$ cat src/rtl/ser_eeprom_pkg.sv
package ser_eeprom_pkg;

    localparam int PIN_CS  = 7;
    localparam int PIN_CLK = 6;
    localparam int PIN_DI  = 1;
    localparam int PIN_DO  = 0;

    localparam logic [7:0] GATE_A_KEY = 8'h0A;
    localparam logic [7:0] GATE_B_KEY = 8'h40;
    localparam logic [7:0] ARM_MASK   = 8'h55;
    localparam logic [7:0] FIRE_MASK  = 8'hAA;

    localparam logic [3:0] PAGE_ARM  = 4'h0;
    localparam logic [3:0] PAGE_FIRE = 4'h1;
    localparam logic [3:0] PAGE_PINS = 4'h8;

    typedef enum logic [2:0] {
        ST_IDLE,
        ST_CMD,
        ST_WRITE,
        ST_WRALL,
        ST_DOUT
    } eng_state_e;

endpackage

$ cat src/rtl/ser_access_gate.sv
module ser_access_gate
    import ser_eeprom_pkg::*;
(
    input  logic       clk,
    input  logic       rst_n,
    input  logic       ctl_we,
    input  logic [1:0] ctl_sel,
    input  logic [7:0] ctl_wdata,
    output logic       open
);
    typedef struct packed {
        logic en_a;
        logic en_b;
    } gate_t;

    gate_t gate_d, gate_q;

    always_comb begin
        gate_d = gate_q;
        if (ctl_we) begin
            case (ctl_sel)
                2'd0:    gate_d.en_a = (ctl_wdata == GATE_A_KEY);
                2'd2:    gate_d.en_b = (ctl_wdata == GATE_B_KEY);
                default: ;
            endcase
        end
    end

    always_ff @(posedge clk) begin
        if (!rst_n) gate_q <= '0;
        else        gate_q <= gate_d;
    end

    assign open = gate_q.en_a & gate_q.en_b;


    gate_hold_chk: assert property (@(posedge clk) disable iff (!rst_n)
        !ctl_we |=> $stable(open));
endmodule

$ cat src/rtl/ser_sample_trig.sv
module ser_sample_trig
    import ser_eeprom_pkg::*;
(
    input  logic       clk,
    input  logic       rst_n,
    input  logic       we,
    input  logic [3:0] page,
    input  logic [7:0] wdata,
    output logic       strobe
);
    typedef struct packed {
        logic armed;
        logic fire;
    } trig_t;

    trig_t trig_d, trig_q;

    always_comb begin
        trig_d      = trig_q;
        trig_d.fire = 1'b0;
        if (we && page == PAGE_ARM) begin
            trig_d.armed = ((wdata & ARM_MASK) == ARM_MASK);
        end
        if (we && page == PAGE_FIRE) begin
            trig_d.fire  = trig_q.armed && ((wdata & FIRE_MASK) == FIRE_MASK);
            trig_d.armed = 1'b0;
        end
    end

    always_ff @(posedge clk) begin
        if (!rst_n) trig_q <= '0;
        else        trig_q <= trig_d;
    end

    assign strobe = trig_q.fire;


    strobe_single_chk: assert property (@(posedge clk) disable iff (!rst_n)
        strobe |=> !strobe);
endmodule

$ cat src/rtl/ser_word_store.sv
module ser_word_store #(
    parameter int WORDS = 128,
    parameter int WIDTH = 16,
    localparam int ADDR_W = $clog2(WORDS)
) (
    input  logic              clk,
    input  logic              rst_n,
    input  logic              we_one,
    input  logic              we_all,
    input  logic [ADDR_W-1:0] waddr,
    input  logic [WIDTH-1:0]  wdata,
    input  logic [ADDR_W-1:0] raddr,
    output logic [WIDTH-1:0]  rdata
);
    logic [WIDTH-1:0] mem_q [WORDS];

    always_ff @(posedge clk) begin
        if (!rst_n) begin
            for (int i = 0; i < WORDS; i++) mem_q[i] <= '1;
        end else if (we_all) begin
            for (int i = 0; i < WORDS; i++) mem_q[i] <= wdata;
        end else if (we_one) begin
            mem_q[waddr] <= wdata;
        end
    end

    assign rdata = mem_q[raddr];


    single_port_op_chk: assert property (@(posedge clk) disable iff (!rst_n)
        $onehot0({we_one, we_all}));
endmodule

$ cat src/rtl/ser_wire_engine.sv
module ser_wire_engine
    import ser_eeprom_pkg::*;
#(
    parameter int WORDS = 128,
    parameter int WIDTH = 16,
    localparam int ADDR_W   = $clog2(WORDS),
    localparam int CMD_BITS = ADDR_W + 3,
    localparam int CNT_W    = $clog2(WIDTH + 1)
) (
    input  logic              clk,
    input  logic              rst_n,
    input  logic              reg_we,
    input  logic [7:0]        reg_wdata,
    output logic [7:0]        reg_value,
    output logic              mem_we_one,
    output logic              mem_we_all,
    output logic [ADDR_W-1:0] mem_waddr,
    output logic [WIDTH-1:0]  mem_wdata,
    output logic [ADDR_W-1:0] mem_raddr,
    input  logic [WIDTH-1:0]  mem_rdata
);
    typedef struct packed {
        eng_state_e        state;
        logic [WIDTH-1:0]  sr;
        logic [CNT_W-1:0]  bits;
        logic [ADDR_W-1:0] addr;
        logic              wen;
        logic [7:0]        pins;
    } eng_t;

    eng_t eng_d, eng_q;
    logic [7:0] pv;
    logic [1:0] opc, ext;
    logic       clk_rise, clk_fall, cs_rise;

    assign clk_rise  = !eng_q.pins[PIN_CLK] && reg_wdata[PIN_CLK];
    assign clk_fall  = eng_q.pins[PIN_CLK] && !reg_wdata[PIN_CLK];
    assign cs_rise   = !eng_q.pins[PIN_CS] && reg_wdata[PIN_CS];
    assign mem_raddr = {eng_q.sr[ADDR_W-2:0], reg_wdata[PIN_DI]};

    always_comb begin
        eng_d      = eng_q;
        mem_we_one = 1'b0;
        mem_we_all = 1'b0;
        mem_waddr  = eng_q.addr;
        mem_wdata  = eng_q.sr;
        pv         = reg_wdata;
        pv[PIN_DO] = 1'b1;
        opc        = '0;
        ext        = '0;
        if (reg_we) begin
            if (cs_rise) eng_d.state = ST_IDLE;
            if (clk_rise) begin
                if (eng_d.state == ST_CMD || eng_d.state == ST_WRITE ||
                    eng_d.state == ST_WRALL) begin
                    eng_d.sr   = {eng_d.sr[WIDTH-2:0], reg_wdata[PIN_DI]};
                    eng_d.bits = eng_d.bits + 1'b1;
                end
                opc = eng_d.sr[CMD_BITS-1:CMD_BITS-2];
                ext = eng_d.sr[CMD_BITS-3:CMD_BITS-4];
                case (eng_d.state)
                    ST_IDLE: begin
                        if (reg_wdata[PIN_DI]) begin
                            eng_d.state = ST_CMD;
                            eng_d.bits  = '0;
                            eng_d.sr    = '0;
                        end
                    end
                    ST_CMD: begin
                        if (eng_d.bits == CNT_W'(CMD_BITS)) begin
                            eng_d.bits  = '0;
                            eng_d.addr  = eng_d.sr[ADDR_W-1:0];
                            eng_d.state = ST_IDLE;
                            mem_waddr   = eng_d.sr[ADDR_W-1:0];
                            mem_wdata   = '1;
                            case (opc)
                                2'b01: eng_d.state = ST_WRITE;
                                2'b10: begin
                                    eng_d.sr    = mem_rdata;
                                    eng_d.bits  = CNT_W'(WIDTH);
                                    eng_d.state = ST_DOUT;
                                    pv[PIN_DO]  = 1'b0;
                                end
                                2'b11: mem_we_one = eng_q.wen;
                                default: begin
                                    case (ext)
                                        2'b11:   eng_d.wen = 1'b1;
                                        2'b00:   eng_d.wen = 1'b0;
                                        2'b10:   mem_we_all = eng_q.wen;
                                        default: eng_d.state = ST_WRALL;
                                    endcase
                                end
                            endcase
                        end
                    end
                    ST_WRITE, ST_WRALL: begin
                        if (eng_d.bits == CNT_W'(WIDTH)) begin
                            mem_wdata = eng_d.sr;
                            if (eng_d.state == ST_WRITE) mem_we_one = eng_q.wen;
                            else                         mem_we_all = eng_q.wen;
                            eng_d.state = ST_IDLE;
                        end
                    end
                    ST_DOUT: begin
                        pv[PIN_DO] = eng_d.sr[WIDTH-1];
                        eng_d.sr   = {eng_d.sr[WIDTH-2:0], 1'b0};
                        eng_d.bits = eng_d.bits - 1'b1;
                        if (eng_d.bits == '0) eng_d.state = ST_IDLE;
                    end
                    default: eng_d.state = ST_IDLE;
                endcase
            end else if (reg_wdata[PIN_CS] && clk_fall) begin
                pv[PIN_DO] = eng_q.pins[PIN_DO];
            end
            eng_d.pins = pv;
        end
    end

    always_ff @(posedge clk) begin
        if (!rst_n) begin
            eng_q       <= '0;
            eng_q.state <= ST_IDLE;
            eng_q.pins  <= 8'h01;
        end else begin
            eng_q <= eng_d;
        end
    end

    assign reg_value = eng_q.pins;


    cs_rise_idle_chk: assert property (@(posedge clk) disable iff (!rst_n)
        (reg_we && cs_rise && !clk_rise) |=> (eng_q.state == ST_IDLE));


    wen_guard_chk: assert property (@(posedge clk) disable iff (!rst_n)
        !eng_q.wen |-> !(mem_we_one || mem_we_all));


    do_hold_chk: assert property (@(posedge clk) disable iff (!rst_n)
        (reg_we && reg_wdata[PIN_CS] && clk_fall) |=> $stable(reg_value[PIN_DO]));


    dout_count_chk: assert property (@(posedge clk) disable iff (!rst_n)
        (eng_q.state == ST_DOUT) |-> (eng_q.bits != '0));
endmodule

$ cat src/rtl/ser_eeprom_top.sv
module ser_eeprom_top
    import ser_eeprom_pkg::*;
#(
    parameter int WORDS = 128,
    parameter int WIDTH = 16
) (
    input  logic       clk,
    input  logic       rst_n,
    input  logic       ctl_we,
    input  logic [1:0] ctl_sel,
    input  logic [7:0] ctl_wdata,
    input  logic       win_we,
    input  logic [3:0] win_page,
    input  logic [7:0] win_wdata,
    output logic [7:0] win_rdata,
    output logic       sample_pulse
);
    localparam int ADDR_W = $clog2(WORDS);

    logic              gate_open, pins_we, live_we;
    logic [7:0]        pins_value;
    logic              m_we_one, m_we_all;
    logic [ADDR_W-1:0] m_waddr, m_raddr;
    logic [WIDTH-1:0]  m_wdata, m_rdata;

    ser_access_gate u_gate (
        .clk(clk), .rst_n(rst_n), .ctl_we(ctl_we), .ctl_sel(ctl_sel),
        .ctl_wdata(ctl_wdata), .open(gate_open)
    );

    assign live_we = win_we & gate_open;
    assign pins_we = live_we & (win_page == PAGE_PINS);

    ser_sample_trig u_trig (
        .clk(clk), .rst_n(rst_n), .we(live_we), .page(win_page),
        .wdata(win_wdata), .strobe(sample_pulse)
    );

    ser_wire_engine #(.WORDS(WORDS), .WIDTH(WIDTH)) u_eng (
        .clk(clk), .rst_n(rst_n), .reg_we(pins_we), .reg_wdata(win_wdata),
        .reg_value(pins_value), .mem_we_one(m_we_one), .mem_we_all(m_we_all),
        .mem_waddr(m_waddr), .mem_wdata(m_wdata), .mem_raddr(m_raddr),
        .mem_rdata(m_rdata)
    );

    ser_word_store #(.WORDS(WORDS), .WIDTH(WIDTH)) u_store (
        .clk(clk), .rst_n(rst_n), .we_one(m_we_one), .we_all(m_we_all),
        .waddr(m_waddr), .wdata(m_wdata), .raddr(m_raddr), .rdata(m_rdata)
    );

    assign win_rdata = (gate_open && win_page == PAGE_PINS) ? pins_value : 8'hFF;


    closed_write_ignored_chk: assert property (@(posedge clk) disable iff (!rst_n)
        !gate_open |=> $stable(pins_value));
endmodule

$ cat config.mk
export PLATFORM = sky130hd
export DESIGN_NAME = ser_eeprom_top
export DESIGN_NICKNAME = d
export VERILOG_FILES = /design/src/rtl/ser_eeprom_pkg.sv /design/src/rtl/ser_access_gate.sv /design/src/rtl/ser_sample_trig.sv /design/src/rtl/ser_word_store.sv /design/src/rtl/ser_wire_engine.sv /design/src/rtl/ser_eeprom_top.sv
export SDC_FILE = /design/constraint.sdc
export NUM_CORES = 2
export LEC_CHECK = 0
export CORE_ASPECT_RATIO = 0.5
export CORE_UTILIZATION = 55
export CTS_CLUSTER_DIAMETER = 100
export DETAILED_ROUTE_END_ITERATION = 12
export PLACE_DENSITY = 0.71
export SLEW_MARGIN = 0
export SYNTH_ARGS = -nofsm -noshare
export SYNTH_HDL_FRONTEND = slang
export SYNTH_SLANG_ARGS = --single-unit
$ cat constraint.sdc
create_clock -name clk -period 6.6 [get_ports clk]
set_input_delay 1.98 -clock clk [delete_from_list [all_inputs] [get_ports clk]]
set_output_delay 1.98 -clock clk [all_outputs]
set_load 0.02 [all_outputs]
Word-level counts from Yosys, hierarchy flattened
Memories as Yosys holds them, arrays and structs flattened.
Index checks and enable logic that the tools add are counted.
- register bits: 44
- memories kept: 1
- output and inout port bits: 9
- RAM bits: 2048
- word-level logic and storage cells: 384
- input bits: 26
- equality and inequality tests: 19
- reduce and logical (&&, ||, !) cells: 31
- bitwise logic cells: 133
- muxes and demuxes: 187
- add/sub/neg operators: 2
- memory list (name ; words ; bits a word ; rd ports ; clocked after Yosys merged registers in ; write ports ; line ; RTL):
    u_store.mem_q ; 128 ; 16 ; 1 ; 0 ; 128 ; ser_word_store.sv:15 ; logic [WIDTH-1:0] mem_q [WORDS];
- operator list (cell ; number):
    $mux 16 ; 133
    $or 1x1->1 ; 128
    $mux 21 ; 4
    $mux 32 ; 2
    $pmux 21 s3 ; 1
    $mux 7 ; 5
    $pmux 16 s2 ; 1
    $mux 1 ; 27
    $mux 24 ; 1
    $mux 8 ; 2
    $reduce_or 16->1 ; 1
    $eq 4x4->1 const B ; 3
    $mux 3 ; 4
    $pmux 3 s4 ; 1
    $eq 2x2->1 const B ; 5
    $reduce_and 2->1 ; 5
    $pmux 3 s3 ; 1
    $eq 8x4->1 const B ; 1
    $eq 8x7->1 const B ; 1
    $logic_and 1x1->1 ; 8
    $pmux 1 s2 ; 4
    $eq 3x2->1 const B ; 2
    $reduce_and 6->1 ; 1
    $reduce_or 3->1 ; 2
    other kinds (21) ; 29

Logic depth before layout (Yosys ltp)
- depth in word-level cells: 22
- gate-level depth with buffers: 17
- mapped depth without buffers: 10

Cells and area by module
From an unflattened synthesis, not the netlist that was laid out.
- cells, all modules: 4869
- area, all modules: 89648.5 sq um
- modules (own cells, without submodules) (module ; times used ; cells each ; area an instance (sq um)):
    ser_word_store ; 1 ; 4432 ; 86265.2
    ser_wire_engine ; 1 ; 398 ; 3040.4
    ser_access_gate ; 1 ; 16 ; 130.1
    ser_sample_trig ; 1 ; 11 ; 111.4
    ser_eeprom_top ; 1 ; 12 ; 101.3

Least setup slack after synthesis
Ideal clock, no wire load.
- path type: input-to-reg
- from: input win_wdata[7]
- to: memory u_store.mem_q[66][0] (enable)
- data arrival time: 5.534 ns
- setup slack: 0.654 ns
- stages on the path: 13
- path through: nor2b_1 -> buf_4 -> nor3_4 -> clkbuf_1 -> a21boi_0 -> ha_1 -> nand4_1 -> nor4_2 -> nor2_1 -> clkbuf_1 -> nand4_1 -> clkbuf_1 -> o21ai_0
- RTL lines (what ; line ; RTL):
    from (decl) ; ser_eeprom_top.sv:14 ; input logic [7:0] win_wdata,
    to (decl) ; ser_word_store.sv:15 ;

Worst setup path in the final report
- from: input win_page[3]
- to: output win_rdata[2]
- longest elaborated chain between the ends: 3
- RTL lines (what ; line ; RTL):
    from (decl) ; ser_eeprom_top.sv:13 ; input logic [3:0] win_page,
    $eq 4x4->1 ; ser_eeprom_top.sv:51 ; assign win_rdata = (gate_open && win_page == PAGE_PINS) ? pins_value : 8'hFF;
    $logic_and 1x1->1 ; ser_eeprom_top.sv:51 ;
    $mux 8 ; ser_eeprom_top.sv:51 ;
    to (decl) ; ser_eeprom_top.sv:15 ; output logic [7:0] win_rdata,
Every way passes these cells.

==> metrics.txt <==
Synth cell types=88; internal power=22100 uW; Max Clk Rate=173 MHz; RSZ-0062 raised after global routing=false; CTS root buf=clkbuf_16; CP max stage delay=0.57 ns; Syn Area/Cell=14.4 um2; Hold Buf Count CTS=0; CP required=4.62 ns; hold crit path type=reg2reg; first-pass GRT wire length=427000 um; core area=171000 um2; Clock Latency Late Sink=0.88 ns; most used cell, CP=clkdlybuf4s50_1; fin nets=6532; I/O Buffers=34; initial core utilization=0.557; row count=107; Fin. Hold Viols=0; worst vdd ir=194 uV; Sequential Area=62400 um2; post-synthesis sequential area ratio=0.655; Rel. slew slack=0.0159; Post-Syn Area=95200 um2; DRC=0; Reg clk slew, reported paths=0.06 ns; I/O pin count=35; RePlAce Congestion=0.976; Worst Tran Pin Value=1.47 ns; First DRT Iteration DRCs=10900; CTS tree=built; antenna violations before repair=14; Die W=590 um; post-synthesis register bit count=2092; total chip power=28300 uW; PwrDens=270 nW/um2; fraction of registers with async set/reset=0; Post-CTS Setup Repair Bufs=0; Logic pwr share=0.061; Max-cap violations=0; post-CTS sizing=0; post-detailed-route count of antenna-violating nets=0; Post-DP HPWL=184000 um; via count=62500; Sw Share=0.220; Switch Pwr=6220 uW; Setup violations, final=0; Multi-input gate area=29800 um2; EDFF count, synth=2048; CP endpoint kind=output pin; part of the power in registers=0.551; grt total ovfl=0; routed len/inst=34.0 um; Critical Path, Cell by Cell=clkdlybuf4s50_1, nor2b_1, nand2_1, or2_2, clkdlybuf4s50_1; die area=175000 um2; critical path startpoint category=input pin; clock tree buffer depth=4; First-pass DRT Iterations=9; CTS Sinks=2092; clock share of power=0.388; Final Skew=0.0641 ns; Final Slew Violations=0; filler instances=12500; min cycle time layout=5.79 ns; leakage=0.0366 uW; warnings from Yosys=0; gr usage total=0.345; crit share post-route=0.877; Vias/cell=6.99; TritonCTS buffer count=190; drt total wl=304000 um; Area Overhead vs Synth=10.4%; crit path max fanout=10; largest net degree at the start of global routing=268; share of layout cells above drive strength 1=0.222; status=finished clean; Final TNS setup=0 ns; WP data arrival=3.81 ns; Final Cell Area=105000 um2; CP max stage cell=clkdlybuf4s50_1; die span in y=296 um; Clock H-tree levels=4; placed cell area=99100 um2; syn nets=6638; vias in the first global route=59900; Main synth FF type=edfxtp_1; Syn Inst Count=6606; WS Path Type=in2out
==> per-stage QoR <==
| step | cells | util | setup WS, ns | hold WS [ns] |
|---|---|---|---|---|
| floorplan | 6606 | - | 0.654 | 0.427 |
| global placement | 8596 | 0.579 | 0.375 | 0.454 |
| detailed placement | 8596 | 0.579 | 0.244 | 0.457 |
| CTS | 8931 | 0.614 | 0.803 | 0.466 |
| global route | 8935 | 0.614 | 0.704 | 0.481 |
| finish | 8937 | 0.614 | 0.811 | 0.460 |
==> state kept, by name, summed over array words and instances (netlist names) <==
signal	cells
u_store.mem_q	2048
u_gate.gate_q	2
u_eng.eng_q	26
u_trig.trig_q	1
u_eng.mem_raddr	6
u_trig.strobe	1
u_eng.reg_value	8
==> power by group through the flow <==
stage | logic [uW] | clock network, uW | registers (uW)
4_1_cts | 1690 | 11000 | 15600
3_3_place_gp | 1650 | 0 | 15800
6_report | 1730 | 11000 | 15600
2_1_floorplan | 1020 | 0 | 15800
5_1_grt | 1780 | 11500 | 15700
3_5_place_dp | 1680 | 0 | 15900
==> layout by cell type, fill, tap and decap left out, drive strengths merged, types with 66 or more instances in the layout <==
cell type  instances
mux4             573
buf              386
mux2i             76
clkinv            83
a31oi             66
o21ai            176
nor2             198
nand2           1143
a21oi           1079
clkbuf           229
edfxtp          2048
==> synth_stat cells (10+ instances only) <==
master    number  area [um2]
buf_6         59         664
nor3_2        17         170
mux4_2       573       12900
nand2b_1      11        68.8
o211a_1       18         180
a31oi_1       65         407
a211oi_1      11        82.6
nor2_1       196         736
buf_4         58         435
o22ai_1       13        81.3
buf_1        112         420
inv_1         18        67.6
or2_2         12        75.1
nand4_1       25         156
buf_2        209        1050
a221oi_1      20         175
nand2_1     1143        4290
a22oi_1       29         218
clkbuf_1     279        1050
mux2i_1       76         761
edfxtp_1    2048       61500
o31ai_1       10        75.1
nor3_1        24         120
a21oi_1     1079        5400
a22o_1        13         114
nand3_1       47         235
o211ai_2      14         175
dfxtp_1       44         881
nor2b_1       20         125
o21ai_0      174         871
==> cells by family (layout without fill, tap and decap cells) <==
logic type | count (synthesis) | count (layout) | synth area share
xor gates and xnor gates | 11 | 11 | 0.00109
adders and majority gates | 6 | 6 | 0.000788
muxes | 657 | 657 | 0.144
buffers and inverters | 744 | 781 | 0.0390
other | 0 | 5 | 0
AOI/OAI and AO/OA | 1544 | 1544 | 0.0920
and+or+nand+nor | 1552 | 1552 | 0.0676
DFF | 2092 | 2092 | 0.655
==> cell type report <==
cell class,instances,share of cell area
antenna,5,0.000119
clock buffer,228,0.0468
clock inverter,107,0.00974
inverter,27,0.00101
multi-input combinational,3770,0.284
sequential,2092,0.594
tap,2289,0.0273
timing repair buffer,419,0.0376
==> per-layer routing <==
metal  track usage  up-vias  part of all wire
met1         0.469    31400              0.36
met2         0.509     4937              0.44
met5        0.0135        -            0.0014
met3         0.121      861              0.15
li1              -    25200                 -
met4         0.147       16             0.050
==> critical path, delay by kind of cell <==
family                 cells  cell delay, ns
buffers and inverters      2            1.03
AND/OR/NAND/NOR            3            0.79
==> worst paths after layout <==
path                                 startpoint                              end  slack, ns  cells past startpoint
setup / recovery                    win_page[3]                     win_rdata[2]       0.81                      5
hold / removal    u_trig.trig_q[1]$_SDFFE_PP0P_         u_trig.strobe$_SDFF_PN0_       0.46                      2
setup reg to reg   u_eng.eng_q[37]$_SDFFE_PN0P_  u_store.mem_q[124][2]$_DFFE_PP_       1.80                     10
hold reg to reg   u_trig.trig_q[1]$_SDFFE_PP0P_         u_trig.strobe$_SDFF_PN0_       0.46                      2
Power figures use the tool's default switching activity.
